===== src/rtl/fcomb_pkg.sv =====
package fcomb_pkg;

    localparam int SRC_W = 4;

    localparam logic [SRC_W-1:0] SRC_PRIMARY = 4'h0;
    localparam logic [SRC_W-1:0] SRC_TEX1    = 4'h4;
    localparam logic [SRC_W-1:0] SRC_TEX2    = 4'h5;
    localparam logic [SRC_W-1:0] SRC_TEX3    = 4'h6;
    localparam logic [SRC_W-1:0] SRC_CARRY   = 4'hD;
    localparam logic [SRC_W-1:0] SRC_CONST   = 4'hE;
    localparam logic [SRC_W-1:0] SRC_PREV    = 4'hF;

    typedef enum logic [1:0] {
        OP_PASS = 2'd0,
        OP_MUL  = 2'd1,
        OP_ADDS = 2'd2,
        OP_RSVD = 2'd3
    } op_e;

    // per-stage word: source A in 3:0, source B in 7:4, operation in 9:8
    typedef struct packed {
        op_e              op;
        logic [SRC_W-1:0] src_b;
        logic [SRC_W-1:0] src_a;
    } stage_cfg_t;

    localparam int          MASK_RGB_LSB = 8;
    localparam int          MASK_A_LSB   = 12;
    localparam int unsigned CTRL_ADDR    = 32'hE0;
    localparam int unsigned BUFCOL_ADDR  = 32'hFD;

    // stages 0..3 sit at 0xC0 + 8*i; stages from 4 on continue at 0xF0
    function automatic int unsigned stage_base(input int unsigned idx);
        return (idx < 4) ? (32'hC0 + 8 * idx) : (32'hF0 + 8 * (idx - 4));
    endfunction

endpackage


===== src/rtl/fcomb_cfg_regs.sv =====
module fcomb_cfg_regs
    import fcomb_pkg::*;
#(
    parameter int STAGES       = 6,
    parameter int CARRY_STAGES = 4,
    parameter int ADDR_W       = 10,
    parameter int RGBA_W       = 32
) (
    input  logic              clk,
    input  logic              rst,
    input  logic              wr_en,
    input  logic [ADDR_W-1:0] wr_addr,
    input  logic [31:0]       wr_data,
    output stage_cfg_t        stage_cfg   [STAGES],
    output logic [RGBA_W-1:0] stage_const [STAGES],
    output logic [CARRY_STAGES-1:0] mask_rgb,
    output logic [CARRY_STAGES-1:0] mask_a,
    output logic [RGBA_W-1:0] buf_color
);

    localparam int                CFG_W  = $bits(stage_cfg_t);
    localparam logic [ADDR_W-1:0] A_CTRL = ADDR_W'(CTRL_ADDR);
    localparam logic [ADDR_W-1:0] A_BUF  = ADDR_W'(BUFCOL_ADDR);

    for (genvar s = 0; s < STAGES; s++) begin : g_stage
        localparam logic [ADDR_W-1:0] A_CFG = ADDR_W'(stage_base(s));
        localparam logic [ADDR_W-1:0] A_K   = ADDR_W'(stage_base(s) + 1);

        always_ff @(posedge clk) begin
            if (rst) begin
                stage_cfg[s]   <= '0;
                stage_const[s] <= '0;
            end else if (wr_en) begin
                if (wr_addr == A_CFG) stage_cfg[s]   <= stage_cfg_t'(wr_data[CFG_W-1:0]);
                if (wr_addr == A_K)   stage_const[s] <= wr_data[RGBA_W-1:0];
            end
        end
    end

    always_ff @(posedge clk) begin
        if (rst) begin
            mask_rgb  <= '0;
            mask_a    <= '0;
            buf_color <= '0;
        end else if (wr_en) begin
            if (wr_addr == A_CTRL) begin
                mask_rgb <= wr_data[MASK_RGB_LSB +: CARRY_STAGES];
                mask_a   <= wr_data[MASK_A_LSB +: CARRY_STAGES];
            end
            if (wr_addr == A_BUF) buf_color <= wr_data[RGBA_W-1:0];
        end
    end

endmodule


===== src/rtl/fcomb_stage_alu.sv =====
module fcomb_stage_alu
    import fcomb_pkg::*;
#(
    parameter int CH_W = 8
) (
    input  stage_cfg_t         cfg,
    input  logic               first_stage,
    input  logic [4*CH_W-1:0]  prim,
    input  logic [4*CH_W-1:0]  tex1,
    input  logic [4*CH_W-1:0]  tex2,
    input  logic [4*CH_W-1:0]  tex3,
    input  logic [4*CH_W-1:0]  konst,
    input  logic [4*CH_W-1:0]  prev,
    input  logic [4*CH_W-1:0]  carry,
    output logic [4*CH_W-1:0]  result
);

    localparam int RGBA_W = 4 * CH_W;
    localparam int PROD_W = 2 * CH_W + 1;
    localparam int MAXV   = (1 << CH_W) - 1;
    localparam int HALF   = MAXV / 2;

    function automatic logic [RGBA_W-1:0] pick(input logic [SRC_W-1:0] code,
        input logic [RGBA_W-1:0] p, t1, t2, t3, k, pv, cb, input logic first);
        case (code)
            SRC_PRIMARY: return p;
            SRC_TEX1:    return t1;
            SRC_TEX2:    return t2;
            SRC_TEX3:    return t3;
            SRC_CARRY:   return cb;
            SRC_CONST:   return k;
            SRC_PREV:    return first ? p : pv;
            default:     return '0;
        endcase
    endfunction

    logic [RGBA_W-1:0] opa, opb;
    assign opa = pick(cfg.src_a, prim, tex1, tex2, tex3, konst, prev, carry, first_stage);
    assign opb = pick(cfg.src_b, prim, tex1, tex2, tex3, konst, prev, carry, first_stage);

    for (genvar c = 0; c < 4; c++) begin : g_ch
        logic [CH_W-1:0] a, b, scaled;
        logic [CH_W:0]   sum;
        assign a      = opa[c*CH_W +: CH_W];
        assign b      = opb[c*CH_W +: CH_W];
        assign sum    = {1'b0, a} + {1'b0, b};
        assign scaled = CH_W'(({{(CH_W+1){1'b0}}, a} * {{(CH_W+1){1'b0}}, b}
                               + PROD_W'(HALF)) / PROD_W'(MAXV));

        always_comb begin
            unique case (cfg.op)
                OP_MUL:  result[c*CH_W +: CH_W] = scaled;
                OP_ADDS: result[c*CH_W +: CH_W] = sum[CH_W] ? CH_W'(MAXV) : sum[CH_W-1:0];
                OP_PASS,
                OP_RSVD: result[c*CH_W +: CH_W] = a;
                default: result[c*CH_W +: CH_W] = a;
            endcase
        end
    end

endmodule


===== src/rtl/frag_combiner.sv =====
module frag_combiner
    import fcomb_pkg::*;
#(
    parameter int STAGES       = 6,
    parameter int CARRY_STAGES = 4,
    parameter int CH_W         = 8,
    parameter int ADDR_W       = 10
) (
    input  logic              clk,
    input  logic              rst,
    input  logic              frag_valid,
    output logic              frag_ready,
    input  logic [4*CH_W-1:0] prim_rgba,
    input  logic [4*CH_W-1:0] tex1_rgba,
    input  logic [4*CH_W-1:0] tex2_rgba,
    input  logic [4*CH_W-1:0] tex3_rgba,
    input  logic              cfg_we,
    input  logic [ADDR_W-1:0] cfg_addr,
    input  logic [31:0]       cfg_wdata,
    output logic [4*CH_W-1:0] pix_rgba,
    output logic              pix_done
);

    localparam int RGBA_W = 4 * CH_W;
    localparam int RGB_W  = 3 * CH_W;
    localparam int IDX_W  = $clog2(STAGES);
    localparam logic [IDX_W-1:0] LAST = IDX_W'(STAGES - 1);

    typedef enum logic [1:0] {S_IDLE, S_RUN, S_DONE} fsm_e;

    fsm_e              state_q, state_d;
    logic [IDX_W-1:0]  stage_q;
    logic [RGBA_W-1:0] prim_q, tex1_q, tex2_q, tex3_q, prev_q, carry_q;
    logic [RGBA_W-1:0] stage_out;
    logic              upd_rgb, upd_a;

    stage_cfg_t               stage_cfg   [STAGES];
    logic [RGBA_W-1:0]        stage_const [STAGES];
    logic [CARRY_STAGES-1:0]  mask_rgb, mask_a;
    logic [RGBA_W-1:0]        buf_color;

    fcomb_cfg_regs #(
        .STAGES(STAGES), .CARRY_STAGES(CARRY_STAGES), .ADDR_W(ADDR_W), .RGBA_W(RGBA_W)
    ) u_regs (
        .clk         (clk),
        .rst         (rst),
        .wr_en       (cfg_we && state_q == S_IDLE),
        .wr_addr     (cfg_addr),
        .wr_data     (cfg_wdata),
        .stage_cfg   (stage_cfg),
        .stage_const (stage_const),
        .mask_rgb    (mask_rgb),
        .mask_a      (mask_a),
        .buf_color   (buf_color)
    );

    fcomb_stage_alu #(.CH_W(CH_W)) u_alu (
        .cfg         (stage_cfg[stage_q]),
        .first_stage (stage_q == '0),
        .prim        (prim_q),
        .tex1        (tex1_q),
        .tex2        (tex2_q),
        .tex3        (tex3_q),
        .konst       (stage_const[stage_q]),
        .prev        (prev_q),
        .carry       (carry_q),
        .result      (stage_out)
    );

    // only stages below CARRY_STAGES own a mask bit
    always_comb begin
        upd_rgb = 1'b0;
        upd_a   = 1'b0;
        for (int i = 0; i < CARRY_STAGES; i++) begin
            if (stage_q == IDX_W'(i)) begin
                upd_rgb = mask_rgb[i];
                upd_a   = mask_a[i];
            end
        end
    end

    always_comb begin
        state_d = state_q;
        unique case (state_q)
            S_IDLE:  if (frag_valid) state_d = S_RUN;
            S_RUN:   if (stage_q == LAST) state_d = S_DONE;
            S_DONE:  state_d = S_IDLE;
            default: state_d = S_IDLE;
        endcase
    end

    always_ff @(posedge clk) begin
        if (rst) state_q <= S_IDLE;
        else     state_q <= state_d;
    end

    always_ff @(posedge clk) begin
        if (rst) begin
            stage_q  <= '0;
            prim_q   <= '0;
            tex1_q   <= '0;
            tex2_q   <= '0;
            tex3_q   <= '0;
            prev_q   <= '0;
            carry_q  <= '0;
            pix_rgba <= '0;
        end else begin
            unique case (state_q)
                S_IDLE: if (frag_valid) begin
                    stage_q <= '0;
                    prim_q  <= prim_rgba;
                    tex1_q  <= tex1_rgba;
                    tex2_q  <= tex2_rgba;
                    tex3_q  <= tex3_rgba;
                    prev_q  <= prim_rgba;
                    carry_q <= buf_color;
                end
                S_RUN: begin
                    prev_q <= stage_out;
                    if (upd_rgb) carry_q[RGB_W-1:0]      <= stage_out[RGB_W-1:0];
                    if (upd_a)   carry_q[RGBA_W-1:RGB_W] <= stage_out[RGBA_W-1:RGB_W];
                    if (stage_q == LAST) pix_rgba <= stage_out;
                    else                 stage_q  <= stage_q + 1'b1;
                end
                S_DONE: stage_q <= '0;
                default: stage_q <= '0;
            endcase
        end
    end

    always_comb begin
        frag_ready = (state_q == S_IDLE);
        pix_done   = (state_q == S_DONE);
    end

    a_r2_done_pulse: assert property (@(posedge clk) disable iff (rst)
        pix_done |=> !pix_done);

    a_r2_ready_after_done: assert property (@(posedge clk) disable iff (rst)
        $fell(pix_done) |-> frag_ready);

    a_r8_late_stage_no_carry: assert property (@(posedge clk) disable iff (rst)
        (state_q == S_RUN && stage_q >= IDX_W'(CARRY_STAGES)) |=> $stable(carry_q));

    a_r10_cfg_frozen_busy: assert property (@(posedge clk) disable iff (rst)
        (state_q != S_IDLE) |=> $stable(buf_color));

    a_r2_busy_not_ready: assert property (@(posedge clk) disable iff (rst)
        (frag_valid && frag_ready) |=> !frag_ready);

endmodule


===== config.mk =====
export PLATFORM = sky130hd
export DESIGN_NAME = frag_combiner
export DESIGN_NICKNAME = d
export VERILOG_FILES = /design/src/rtl/fcomb_pkg.sv /design/src/rtl/fcomb_cfg_regs.sv /design/src/rtl/fcomb_stage_alu.sv /design/src/rtl/frag_combiner.sv
export SDC_FILE = /design/constraint.sdc
export NUM_CORES = 2
export LEC_CHECK = 0
export CORE_ASPECT_RATIO = 1.4
export CORE_UTILIZATION = 35
export DETAILED_ROUTE_END_ITERATION = 10
export DONT_BUFFER_PORTS = 1
export REMOVE_ABC_BUFFERS = 1
export SLEW_MARGIN = 20
export SYNTH_ARGS = -nofsm -noshare
export SYNTH_HDL_FRONTEND = slang
export SYNTH_SLANG_ARGS = --single-unit

===== constraint.sdc =====
create_clock -name clk -period 17.6 [get_ports clk]
set_input_delay 3.52 -clock clk [delete_from_list [all_inputs] [get_ports clk]]
set_output_delay 3.52 -clock clk [all_outputs]
set_load 0.05 [all_outputs]

Yosys cells after proc, flatten, opt, wreduce, memory -nomap -nowiden
Cells that the tools add are included.
{"block": "word_totals", "inputBits": 174, "output_inout_bits": 34, "word_cells": 162, "ff_bits": 521}
{"block": "op_classes", "eq_ne": 40, "reduce_logical": 29, "n_mux": 37, "multipliers": 4, "addsub": 9, "magnitude_cmp": 1, "n_bitwise": 1, "n_div": 4}
{"cell": "$pmux 32 s7", "count": 2}
{"cell": "$mux 32", "count": 5}
{"cell": "$eq 10x8->1 const B", "count": 14}
{"cell": "$pmux 32 s2", "count": 2}
{"cell": "$bmux 32 s3", "count": 1}
{"cell": "$pmux 8 s3", "count": 4}
{"cell": "$add 16x7->17 const B", "count": 4}
{"cell": "$div 17x8->17 const B", "count": 4}
{"cell": "$mul 8x8->16", "count": 4}
{"cell": "$mux 8", "count": 5}
{"cell": "$reduce_and 2->1", "count": 19}
{"cell": "$add 8x8->9", "count": 4}
{"cell": "$bmux 10 s3", "count": 1}
{"cell": "$eq 4x3->1 const B", "count": 6}
{"cell": "$eq 4x4->1 const B", "count": 6}
{"cell": "$mux 24", "count": 1}
{"cell": "$mux 10", "count": 2}
{"cell": "$ne 2x2->1 const B", "count": 5}
{"cell": "$logic_not 4->1", "count": 2}
{"cell": "$mux 1", "count": 8}
{"cell": "$eq 2x2->1 const B", "count": 3}
{"cell": "$eq 3x2->1 const B", "count": 2}
{"cell": "$mux 3", "count": 2}
{"cell": "$pmux 3 s2", "count": 1}
{"cell": "other kinds (14)", "count": 18}

Longest topological paths before layout
{"block": "logic_depth", "ltp_word": 12, "ltp_mapped": 63, "ltp_nobuf": 53}

Cells and area by module
From an unflattened synthesis, not the netlist that was laid out.
{"block": "unflattened", "cells_unflattened": 5622, "area_unflattened_um2": 45890.3}
{"module": "fcomb_stage_alu", "area_each_um2": 23516.3, "cells_each": 3331, "seq_area_each_um2": 0.0, "n_inst": 1}
{"module": "fcomb_cfg_regs", "area_each_um2": 11374.7, "cells_each": 1016, "seq_area_each_um2": 5845.6, "n_inst": 1}
{"module": "frag_combiner", "area_each_um2": 10999.3, "cells_each": 1275, "seq_area_each_um2": 4584.4, "n_inst": 1}

Worst setup path after synthesis
No wires, ideal clock.
{"block": "synth_path", "path_kind": "flip-flop to flip-flop", "startpoint": "register stage_q[0]", "endpoint": "register carry_q[0]", "setup_slack_ns": 1.551, "required_time_ns": 17.458, "setup_time_ns": 0.142, "period_less_slack_ns": 16.049, "arrival_time_ns": 15.907, "stages_incl_launch_ff": 61, "path_cell_list": "dfxtp_1 clkbuf_1 buf_1 clkbuf_1 buf_1 clkbuf_1 clkbuf_1 clkbuf_1 inv_1 ha_1 nor2b_1 buf_1 buf_1 mux2i_1 nor2_1 a21oi_1 and3_1 clkbuf_1 [25 not listed] clkbuf_1 o31a_1 o32ai_2 and3_1 mux2i_1 o31a_1 xnor2_1 ha_1 inv_1 a2111oi_0 nor3b_1 nand4b_1 a211oi_1 and3_1 a221oi_1 o22ai_1 nand2_1 a311oi_1"}
{"block": "synth_between", "elab_chain_len": 12, "elab_cells_between_ends": 47, "classes_between": "add/sub (2); mul (1); div (1); eq/ne (19); mux (17); bitwise (1); reduce/logical (6)"}
{"element": "start, declared", "line_no": "frag_combiner.sv:32", "rtl": "logic [IDX_W-1:0] stage_q;"}
{"element": "start signal, assigned", "line_no": "frag_combiner.sv:123", "rtl": "else stage_q <= stage_q + 1'b1;"}
{"element": "$not 3->4 (not written as such)", "line_no": "frag_combiner.sv:58, frag_combiner.sv:64"}
{"element": "$bmux 10 s3", "line_no": "frag_combiner.sv:58", "rtl": ".cfg (stage_cfg[stage_q]),"}
{"element": "$mux 10 (not written as such) (2 in a row)", "line_no": "frag_combiner.sv:58"}
{"element": "$eq 4x4->1 (tied with other cells)", "line_no": "fcomb_stage_alu.sv:25", "rtl": "case (code)"}
{"element": "$pmux 32 s7", "line_no": "fcomb_stage_alu.sv:25"}
{"element": "$mul 8x8->16", "line_no": "fcomb_stage_alu.sv:47", "rtl": "assign scaled = CH_W'(({{(CH_W+1){1'b0}}, a} * {{(CH_W+1){1'b0}}, b}"}
{"element": "$add 16x7->17", "line_no": "fcomb_stage_alu.sv:48", "rtl": "+ PROD_W'(HALF)) / PROD_W'(MAXV));"}
{"element": "$div 17x8->17", "line_no": "fcomb_stage_alu.sv:48"}
{"element": "$pmux 8 s3", "line_no": "fcomb_stage_alu.sv:51", "rtl": "unique case (cfg.op)"}
{"element": "$mux 24", "line_no": "frag_combiner.sv:120", "rtl": "if (upd_rgb) carry_q[RGB_W-1:0] <= stage_out[RGB_W-1:0];"}
{"element": "$pmux 32 s2", "line_no": "frag_combiner.sv:108", "rtl": "unique case (state_q)"}
{"element": "end signal, assigned", "line_no": "frag_combiner.sv:116", "rtl": "carry_q <= buf_color;"}
{"element": "end signal, assigned by index", "line_no": "frag_combiner.sv:120"}
{"element": "end signal, assigned by index", "line_no": "frag_combiner.sv:121", "rtl": "if (upd_a) carry_q[RGBA_W-1:RGB_W] <= stage_out[RGBA_W-1:RGB_W];"}
{"element": "end, declared", "line_no": "frag_combiner.sv:33", "rtl": "logic [RGBA_W-1:0] prim_q, tex1_q, tex2_q, tex3_q, prev_q, carry_q;"}
Parallel ways exist; a longest one is shown, timed or not. The select of a mux whose other input is x is not followed.
A chain may end at the register's enable or synchronous reset.

Worst setup path after layout
{"block": "layout_path", "startpoint": "register stage_q[1]", "endpoint": "register carry_q[0]"}
Same word-level chain as after synthesis.

==> results.yml <==
run_status:
  status: "complete, but fails checks"
  violations: "max-slew violations"
sta:
  slew-limit-headroom_pct: -6.656
  finalCritPeriodShare_pct: 94.09
  fin_hold_ws_ns: 0.4531
  hold_viol: 0
  rsz0062_at_grt: "no"
  setup_viol: 0
  fin_worst_skew_ns: 0.05605
  worstMarginPinSlew_ns: 1.600
  fin_ws_ns: 1.039
  slew_viol_final: 109
  fin_crit_ns: 16.56
  timing.fmax_mhz: 60.38
critical_path:
  start_kind: "register"
  crit_arrival_ns: 17.03
  critPathSlowestCell: "o311ai_0"
  required_ns: 18.07
  cp_top_family: "compound AO/OA/AOI/OAI gates"
  critPathKind: "register to register"
  end_kind: "register"
  crit_buf_inv: 10
  reg2reg_depth: 55
  cp.depth: 55
  slowest_delay_ns: 0.68
  path_max_fanout: 34
grt:
  grt_pass1_vias: 41474
  use_met1_pct: 31.06
  antenna_found_initial: 31
  grt.overflow.total: 0
  grt_max_degree: 523
  grt_busiest_layer: "met2"
  grt_first_pass_wirelength_um: 245200
  gr-usage-met3_pct: 5.154
  grt_usage_pct: 24.61
  met2_usage_pct: 41.06
yosys:
  ys_async_sr_fraction_pct: 0
  synth_area_um2: 43730
  yosysWarnings: 0
  synth_top_area_share_pct: 23.85
  postSynthAreaPerCell_um2: 7.511
  synthTopCellsByCount: "nand2_1 (1198), a21oi_1 (612), dfxtp_1 (521)"
  yosys_register_bits: 521
  synth.distinct_cells: 128
  yosysSeqAreaShare_pct: 23.85
  yosys.area.top_type: "dfxtp_1"
  synth_edf_count: 0
  synth_most_common_cell: "nand2_1"
  syn_inst: 5823
  netlist_top_cells_area: "dfxtp_1 (24%), nand2_1 (10%), fa_1 (7.9%)"
  synth-main-ff-cell: "dfxtp_1"
finish:
  multi_input_area_um2: 30910
  regArea_um2: 10440
  syn2layout_area_growth_pct: 7.364
  final_net_count: 6160
  drive_gt1_share_pct: 6.295
  fin_cells: 7296
  fill_cells: 13052
die:
  fp.coreArea_um2: 124000
  dieArea_um2: 126400
  io_pins: 208
  die_height_um: 420.3
  start_util_pct: 35.26
  die_x_um: 300.8
  row_count: 153
power_and_ir_drop:
  p_sw_share_pct: 36.16
  p_leak_nw: 18.17
  p_seq_share_pct: 36.3
  internal_power_mw: 2.194
  vdd_drop_max_mv: 0.08153
  comb_power_share_pct: 30.3
  p_switching_mw: 1.243
  pwr_density_cell_nw_per_um2: 73.20
  clockPowerShare_pct: 33.4
placed_design:
  dp_slack_ns: 1.145
  post-place-cells: 7184
  hpwl_um: 120800
  io_buffers: 0
  place.gp.congestion: 0.9478
clocking:
  htreeDepth: 2
  cts_tree: "yes"
  insertion_delay_ns: 0.67
  clkSinkCount: 521
  numCtsBuffers: 54
  clk_path_buf_depth: 3
  clk_pin_slew_ns: 0.07
  cts_root_buf: "clkbuf_16"
routing:
  wl_per_cell_um: 22.14
  first_pass_iters: 9
  vias: 43568
  avgViaCountPerCell: 5.971
  drc: 0
  ant_nets: 0
  drtIter0Drc: 4417
  wl_um: 161500
flow_run:
  max-cap-violations: 0
min_path:
  min_path_cells: 2
  hold_class: "register to register"
[placed cells by master, fill, tap and decap left out, types with 75 or more instances in the layout]
master / count
a21oi_1: 609
a31oi_1: 82
dfxtp_1: 519
fa_1: 172
ha_1: 200
inv_1: 361
mux2i_1: 154
nand2_1: 1197
nand3_1: 95
nor2_1: 497
nor3_1: 79
o21ai_0: 135
xnor2_1: 75
[what timing repair did]
action                                 CTS  global route
resized for setup                        0             6
endpoints found under the hold margin    0             0
hold buffers                             0             0
setup endpoints to repair                0             5
setup buffers                            0             0
[final timing paths]
| kind | start | endpoint | slack, ns |
|---|---|---|---|
| worst max-delay path | stage_q[1]$_SDFFE_PP0P_ | carry_q[0]$_SDFFE_PP0P_ | 1.04 |
| worst max register to register | stage_q[1]$_SDFFE_PP0P_ | carry_q[0]$_SDFFE_PP0P_ | 1.04 |
| worst min-delay path | u_regs.stage_const[169]$_SDFFE_PP0P_ | u_regs.stage_const[169]$_SDFFE_PP0P_ | 0.45 |
| worst min register to register | u_regs.stage_const[169]$_SDFFE_PP0P_ | u_regs.stage_const[169]$_SDFFE_PP0P_ | 0.45 |
[power by group through the flow]
| stage | registers [mW] | logic, mW | clock network, mW |
|---|---|---|---|
| final | 1.25 | 1.04 | 1.15 |
| after global routing | 1.25 | 1.14 | 1.21 |
| after CTS | 1.25 | 1.02 | 1.16 |
| after floorplan | 1.26 | 0.768 | 0 |
| after global placement | 1.27 | 1.02 | 0 |
| after detailed placement | 1.27 | 1.02 | 0 |
[sequential cells by signal (all words and copies together), names as in the netlist]
register            cells
prev_q                 32
tex3_q                 32
tex1_q                 32
u_regs.mask_rgb         4
state_q                 2
u_regs.buf_color       32
carry_q                32
tex2_q                 32
stage_q                 3
u_regs.stage_cfg       60
pix_rgba               32
u_regs.stage_const    192
prim_q                 32
u_regs.mask_a           4
[per-stage QoR]
stage                     TNS, ns  utilization [%]  power, mW  area [um^2]
final                           0            37.85      3.437        46960
after global routing            0            37.83      3.598        46930
after CTS                       0            37.79      3.427        46870
after detailed placement        0            36.39      2.287        45140
after global placement          0            36.39      2.290        45140
after floorplan            -2.147                -      2.029        42470
[layer usage]
metal,routed length (um),vias to the layer above
met5,209,-
met4,5970,36
met3,14080,344
met2,74690,1786
met1,66580,21135
li1,-,20267
[worst register-to-register path: cells and delay by family (launching register included)]
kind / cells / cell delay (ns)
and+or+nand+nor: 17 / 4.66
AOI/OAI and AO/OA: 21 / 6.11
DFF: 1 / 0.62
xor gates and xnor gates: 1 / 0.16
buffers and inverters: 10 / 2.04
adders and majority gates: 6 / 2.82
[final cells by class]
cell class,instances,share of cell area [%]
clock buffer,77,3.275
timing repair buffer,60,0.9593
antenna,14,0.07461
multi-input combinational,4613,65.82
clock inverter,21,0.4104
inverter,363,2.902
sequential,521,22.22
tap,1627,4.335
[cells by family (layout without fill, tap and decap cells)]
family,count (synthesis),after routing,share of synthesized area (%)
AND/OR/NAND/NOR,2332,2332,23.67
AO/OA/AOI/OAI,1571,1571,24.10
buffers and inverters,689,521,6.016
flip-flops,521,521,23.85
adder cells (fa/ha/maj),376,376,13.69
multiplexers,218,218,6.274
XOR/XNOR,116,116,2.406
other,0,14,0
Power figures use the tool's default switching activity.
